<file path="src/rtl/dpx_pkg.sv">
`timescale 1ns/1ps
package dpx_pkg;
  typedef struct packed {
    logic hs;
    logic vs;
    logic de;
  } dpx_sync_t;
endpackage

</file>
<file path="src/rtl/dpx_phase.sv">
`timescale 1ns/1ps
// Pair phase tracker; slot_o=1 marks the second pixel of a pair.
module dpx_phase (
  input  logic clk_i,
  input  logic rst_ni,
  input  logic de_i,
  output logic slot_o,
  output logic pclk_o
);
  logic de_q, ph_q, de_rise;

  assign de_rise = de_i & ~de_q;
  // a rising enable always starts a new pair
  assign slot_o  = de_rise ? 1'b0 : ph_q;
  assign pclk_o  = ph_q;

  always_ff @(posedge clk_i or negedge rst_ni) begin
    if (!rst_ni) begin
      de_q <= 1'b0;
      ph_q <= 1'b0;
    end else begin
      de_q <= de_i;
      ph_q <= ~slot_o;
    end
  end
endmodule

</file>
<file path="src/rtl/dpx_hold.sv">
`timescale 1ns/1ps
// Holds the first pixel of a pair until its partner arrives.
module dpx_hold #(
  parameter int PIX_W = 16
) (
  input  logic             clk_i,
  input  logic             rst_ni,
  input  logic             load_i,
  input  logic [PIX_W-1:0] pix_i,
  output logic [PIX_W-1:0] hold_o
);
  always_ff @(posedge clk_i or negedge rst_ni) begin
    if (!rst_ni)     hold_o <= '0;
    else if (load_i) hold_o <= pix_i;
  end
endmodule

</file>
<file path="src/rtl/dpx_lane.sv">
`timescale 1ns/1ps
// Per-panel output stage; data forced to zero during blanking.
module dpx_lane
  import dpx_pkg::*;
#(
  parameter int PIX_W = 16
) (
  input  logic             clk_i,
  input  logic             rst_ni,
  input  logic             load_i,
  input  logic [PIX_W-1:0] pix_i,
  input  dpx_sync_t        sync_i,
  output logic [PIX_W-1:0] pix_o,
  output dpx_sync_t        sync_o
);
  always_ff @(posedge clk_i or negedge rst_ni) begin
    if (!rst_ni) begin
      pix_o  <= '0;
      sync_o <= '0;
    end else if (load_i) begin
      pix_o  <= sync_i.de ? pix_i : '0;
      sync_o <= sync_i;
    end
  end
endmodule

</file>
<file path="src/rtl/dpx_deinterleave.sv">
`timescale 1ns/1ps
module dpx_deinterleave
  import dpx_pkg::*;
#(
  parameter int PIX_W = 16
) (
  input  logic             clk_i,
  input  logic             rst_ni,
  input  logic [PIX_W-1:0] pix_i,
  input  logic             hs_i,
  input  logic             vs_i,
  input  logic             de_i,
  output logic             pclk_o,
  output logic [PIX_W-1:0] a_pix_o,
  output logic             a_hs_o,
  output logic             a_vs_o,
  output logic             a_de_o,
  output logic [PIX_W-1:0] b_pix_o,
  output logic             b_hs_o,
  output logic             b_vs_o,
  output logic             b_de_o
);
  localparam int NUM_LANES = 2;

  logic                               slot;
  logic [PIX_W-1:0]                   hold_q;
  logic [NUM_LANES-1:0][PIX_W-1:0]    lane_in;
  logic [NUM_LANES-1:0][PIX_W-1:0]    lane_pix;
  dpx_sync_t                          lane_sync [NUM_LANES];
  dpx_sync_t                          sync_in;

  assign sync_in = '{hs: hs_i, vs: vs_i, de: de_i};

  dpx_phase u_phase (
    .clk_i  (clk_i),
    .rst_ni (rst_ni),
    .de_i   (de_i),
    .slot_o (slot),
    .pclk_o (pclk_o)
  );

  dpx_hold #(.PIX_W(PIX_W)) u_hold (
    .clk_i  (clk_i),
    .rst_ni (rst_ni),
    .load_i (~slot),
    .pix_i  (pix_i),
    .hold_o (hold_q)
  );

  // lane 0 takes the held first pixel, lane 1 the live second pixel
  assign lane_in[0] = hold_q;
  assign lane_in[1] = pix_i;

  for (genvar g = 0; g < NUM_LANES; g++) begin : g_lane
    dpx_lane #(.PIX_W(PIX_W)) u_lane (
      .clk_i  (clk_i),
      .rst_ni (rst_ni),
      .load_i (slot),
      .pix_i  (lane_in[g]),
      .sync_i (sync_in),
      .pix_o  (lane_pix[g]),
      .sync_o (lane_sync[g])
    );
  end

  assign a_pix_o = lane_pix[0];
  assign a_hs_o  = lane_sync[0].hs;
  assign a_vs_o  = lane_sync[0].vs;
  assign a_de_o  = lane_sync[0].de;
  assign b_pix_o = lane_pix[1];
  assign b_hs_o  = lane_sync[1].hs;
  assign b_vs_o  = lane_sync[1].vs;
  assign b_de_o  = lane_sync[1].de;
endmodule

</file>
<file path="config.mk">
export PLATFORM = sky130hd
export DESIGN_NAME = dpx_deinterleave
export DESIGN_NICKNAME = d
export VERILOG_FILES = /design/src/rtl/dpx_pkg.sv /design/src/rtl/dpx_phase.sv /design/src/rtl/dpx_hold.sv /design/src/rtl/dpx_lane.sv /design/src/rtl/dpx_deinterleave.sv
export SDC_FILE = /design/constraint.sdc
export NUM_CORES = 1
export LEC_CHECK = 0
export ABC_AREA = 1
export BUFFER_PORTS_ARGS = -buffer_cell sky130_fd_sc_hd__buf_2
export CELL_PAD_IN_SITES_DETAIL_PLACEMENT = 0
export CELL_PAD_IN_SITES_GLOBAL_PLACEMENT = 1
export CORE_ASPECT_RATIO = 0.75
export CORE_MARGIN = 10
export CORE_UTILIZATION = 45
export CTS_BUF_LIST = sky130_fd_sc_hd__clkbuf_8
export CTS_CLUSTER_SIZE = 28
export DETAILED_ROUTE_END_ITERATION = 8
export PLACE_DENSITY_LB_ADDON = 0.1
export SYNTH_ARGS = -nofsm -noshare
export SYNTH_HDL_FRONTEND = slang
export SYNTH_SLANG_ARGS = --single-unit
</file>
<file path="constraint.sdc">
create_clock -name clk_i -period 2.41 [get_ports clk_i]
set_input_delay 0.241 -clock clk_i [delete_from_list [all_inputs] [get_ports clk_i]]
set_output_delay 0.241 -clock clk_i [all_outputs]
set_load 0.05 [all_outputs]
</file>
Yosys cells after proc, flatten, opt, wreduce, memory -nomap -nowiden
Index checks and enable logic that the tools add are counted.
{"block": "word_totals", "ff_bits": 53, "inputBits": 21, "out_inout_bits": 39}
{"block": "op_classes", "muxes": 3, "bitwise_logic": 3}
{"cell": "$mux 16", "n": 2}
{"cell": "$not 1->1", "n": 2}
{"cell": "$and 1x1->1", "n": 1}
{"cell": "$mux 1", "n": 1}

Longest topological paths before layout
{"block": "depth", "word_depth": 4, "ltp_mapped": 6}

Modules after synthesis
From an unflattened synthesis, not the netlist that was laid out.
{"block": "unflattened", "hier_cells": 240, "area_unflattened_um2": 2268.4}
{"mod": "dpx_lane", "cells_per_inst": 82, "seq_area_each_um2": 475.5, "instances": 2, "area_each_um2": 773.2}
{"mod": "dpx_hold", "cells_per_inst": 68, "seq_area_each_um2": 400.4, "instances": 1, "area_each_um2": 644.4}
{"mod": "dpx_phase", "cells_per_inst": 7, "seq_area_each_um2": 50.0, "instances": 1, "area_each_um2": 73.8}
{"mod": "dpx_deinterleave", "cells_per_inst": 1, "seq_area_each_um2": 0.0, "instances": 1, "area_each_um2": 3.8}

Worst setup path before layout
No wires, ideal clock.
{"block": "synth_timing", "path_type": "register to register", "startpoint": "reg u_phase.ph_q (netlist: u_phase.pclk_o)", "endpoint": "reg g_lane[1].u_lane.pix_o[0]", "stages_incl_launch_ff": 6, "path_slack_ns": 1.115, "t_arrival_ns": 1.176, "path_buffers": 2, "setup_time_ns": 0.119, "period_less_slack_ns": 1.295, "path_cell_list": "dfrtp_1 -> buf_6 -> nand2_4 -> buf_6 -> nand3_2 -> nand2_1"}
{"block": "synth_between", "elab_chain_len": 1}
{"item": "start, declared", "line": "dpx_phase.sv:10", "source": "logic de_q, ph_q, de_rise;"}
{"item": "start signal, assigned", "line": "dpx_phase.sv:23", "source": "ph_q <= ~slot_o;"}
{"item": "$mux 1", "line": "dpx_phase.sv:14", "source": "assign slot_o = de_rise ? 1'b0 : ph_q;"}
{"item": "end signal, assigned", "line": "dpx_lane.sv:21", "source": "pix_o <= sync_i.de ? pix_i : '0;"}
{"item": "end, declared", "line": "dpx_lane.sv:13", "source": "output logic [PIX_W-1:0] pix_o,"}
Every way passes these cells.
A chain may end at the register's enable or synchronous reset.

Worst setup path after layout
{"block": "layout_timing", "startpoint": "reg u_phase.de_q", "endpoint": "reg g_lane[0].u_lane.pix_o[8]"}
{"block": "layout_between", "elab_chain_len": 3}
{"item": "start, declared", "line": "dpx_phase.sv:10"}
{"item": "start signal, assigned", "line": "dpx_phase.sv:22", "source": "de_q <= de_i;"}
{"item": "$not 1->1", "line": "dpx_phase.sv:12", "source": "assign de_rise = de_i & ~de_q;"}
{"item": "$and 1x1->1", "line": "dpx_phase.sv:12"}
{"item": "$mux 1", "line": "dpx_phase.sv:14"}
{"item": "end signal, assigned", "line": "dpx_lane.sv:21"}
{"item": "end, declared", "line": "dpx_lane.sv:13"}
Every way passes these cells.

==> results.md <==
- Status: completed
- IO Count: 60
- Ant diodes: 0
- Area leader, netlist: dfrtp_1
- Met2 Use GR: 17.98%
- Worst slew pin tran: 0.6024 ns
- Sw power: 813.6 µW
- Clock transition at the registers of the reported paths: 0.09 ns
- CTS tree: yes
- Port bufs: 59
- Max-Cap Viols: 0
- Worst-Skew Late Latency: about 0.30 ns
- Area grow syn2layout: 13.43%
- Post-synth EDFFs: 0
- Initial drt markers: 121
- Routed vias: 1868
- Max Buffers Root-to-Sink: 2
- Worst VDD drop: 0.3791 mV
- First-pass GRT wire length: 9.549 mm
- Share of cells above drive strength 1: 30.53%
- Design area: about 2700 µm²
- Starting density of the core: between 40% and 50%
- Critical Path Sink Type: flop
- Syn Nets: approximately 260
- Seq/Total Area, Yosys: 54.98%
- Setup Viol. Count Final: 0
- Core Util, Final: 54.32%
- Slew Limit Fails: 0
- # rows: 22
- Cell Int Power: 1.462 mW
- Die width: roughly 100 µm
- WL/cell: 15.98 µm
- Multi-input logic area: 837.1 µm²
- Crit Path Category: flop to flop
- Post-route clock period utilization: 66.23%
- Worst relative slew slack: 59.81%
- Core ar.: 5037 µm²
- Drt drc: 0
- Pwr Density: 831.8 nW/µm²
- Yosys warns: 0
- Layout Nets: 305
- Setup tns final: 0 ns
- H-Tree Depth: 2
- Vias in the first global route: 1839
- Mapped cell area: 2412 µm²
- Most used DFF post-synth: dfrtp_1
- Hpwl dp: 3.732 mm
- Fill cells: 497
- Count leader, synth: nand3_1
- Sequential cell area: 1328 µm²
- Crit start category: flop
- Syn Area/Cell: 10.01 µm²
- RSZ-0062 raised after global routing: no
- Detail Route Antenna Nets: 0
- Die area: 8720 µm²
- Die Y: 83.41 µm
- Router iterations before antenna repair: 4
- GRT met3 Usage: 4.244%
- Comb power frac: around a quarter
- Total gr overflow: 0
- Yosys reg bits: between 50 and 60
- Synth Instances: around 240
- Fin. Hold Viols: 0
- Top cell type's share of synthesized area: 54.98%
- Power after layout: 2.276 mW
- CP max FO: 51
- Total CTS buffers: 5
- Sink Count: 53
- Clock power share: 27.0%
- Min cycle time layout: about 1.6 ns
- Postcts setup bufs: 0
- Clock Skews: ~0.0084 ns
- Placed Area: 2610 µm²
- Most frequent cells after synthesis: nand3_1 (57), dfrtp_1 (53), nand2_1 (53)
- Pin count of the biggest net entering global routing: 54
- Worst path required time: 2.61 ns
- F_max: roughly 630 MHz
- Part of the power in registers: 47.0%
- Leak Pwr: 1.520 nW
- Met1 Usage GRT: about 18%
- Total GRT Usage: 12.91%
- GRT busiest layer: met1
- Top cells by area, synth: dfrtp_1 (55%), nand3_1 (12%), nand4_1 (8.3%)
- Net switching fraction of the power: 35.75%
- Final wirelength: 5.706 mm
- Routability cong.: between 0.7 and 0.8
- Root Buffer: clkbuf_8
- Resize count post-CTS: 0
- Initial antenna violation count: 0
- Worst hold path type: input port to flop
- Fraction of registers with async set/reset: 100.0%
- Cell variety after synth: 14
- Vias per cell: 5.232
- Arr. time, crit path: 1.79 ns
==> per-layer routing <==
metal / vias to the layer above / part of all wire (%)
li1: 921 / -
met1: 895 / 49
met2: 47 / 43
met3: 5 / 6.9
met4: 0 / 0.88
met5: - / 0
==> cell type report <==
cell class / count / area share (%)
clock buffer: 6 / 3.018
clock inverter: 2 / 1.235
inverter: 4 / 0.6401
multi-input combinational: 156 / 30.59
sequential: 53 / 48.51
tap: 72 / 3.292
timing repair buffer: 64 / 12.71
==> cells in the final DEF, fill, tap and decap left out <==
master,netlist,final
nand2_8,1,1
dlygate4sd3_1,0,1
nand3_2,11,11
nand2_4,2,2
nand2_1,53,53
dfrtp_1,53,52
inv_1,2,3
clkbuf_8,0,6
bufinv_16,0,1
inv_4,1,1
buf_2,11,59
inv_2,1,1
nand4_1,32,32
buf_12,0,1
nand3_1,57,57
buf_4,5,3
dfrtp_2,0,1
==> power by group through the flow <==
| stage | logic [mW] | registers [mW] | clock network, mW |
|---|---|---|---|
| floorplan | 0.278 | 1.29 | 0 |
| global placement | 0.596 | 1.09 | 0 |
| detailed placement | 0.598 | 1.09 | 0 |
| CTS | 0.600 | 1.07 | 0.633 |
| global route | 0.640 | 1.09 | 0.661 |
| finish | 0.591 | 1.07 | 0.615 |
==> cells by family (layout without fill, tap and decap cells) <==
group	after synthesis	after routing	share of synthesized area [%]
simple gates	156	156	34.70
flops	53	53	54.98
buf+inv	32	76	10.32
==> path summary, 6_finish.rpt <==
| kind | from | endpoint | slack (ns) | depth (start not counted) |
|---|---|---|---|---|
| max | u_phase.de_q$_DFF_PN0_ | g_lane[0].u_lane.pix_o[8]$_DFFE_PN0P_ | 0.81 | 3 |
| min | hs_i | g_lane[0].u_lane.sync_o[2]$_DFFE_PN0P_ | 0.17 | 3 |
| max reg2reg | u_phase.de_q$_DFF_PN0_ | g_lane[0].u_lane.pix_o[8]$_DFFE_PN0P_ | 0.81 | 3 |
| min reg2reg | g_lane[1].u_lane.pix_o[13]$_DFFE_PN0P_ | g_lane[1].u_lane.pix_o[13]$_DFFE_PN0P_ | 0.50 | 2 |
| max in group asynchronous | rst_ni | u_phase.pclk_o$_DFF_PN0_ | 1.69 | 3 |
| min in group asynchronous | rst_ni | g_lane[0].u_lane.sync_o[0]$_DFFE_PN0P_ | 0.45 | 3 |
==> through the flow <==
stage | setup slack [ns] | cells | hold slack [ns]
6_report | 0.8139 | 357 | 0.1706
5_1_grt | 0.6735 | 357 | 0.1701
4_1_cts | 0.8099 | 357 | 0.1618
3_5_place_dp | 0.8232 | 348 | 0.2599
3_3_place_gp | 0.8942 | 348 | 0.2594
2_1_floorplan | 1.115 | 241 | -0.05459
==> worst max-delay path, stage by stage (launching register included) <==
cell,delay (ns)
dfrtp_1,0.69
nand2_4,0.49
nand3_1,0.24
nand2_1,0.06
==> sequential cells by signal, indices dropped and copies added, names as in the netlist <==
name	flops
g_lane.u_lane.pix_o	32
u_hold.hold_o	16
g_lane.u_lane.sync_o	3
u_phase.de_q	1
u_phase.pclk_o	1
==> repair_timing <==
action | CTS | global route
endpoints found under the hold margin | 53 | 0
setup endpoints to repair | 0 | 0
hold buffers | 1 | 0
(Power assumes the default switching activity.)
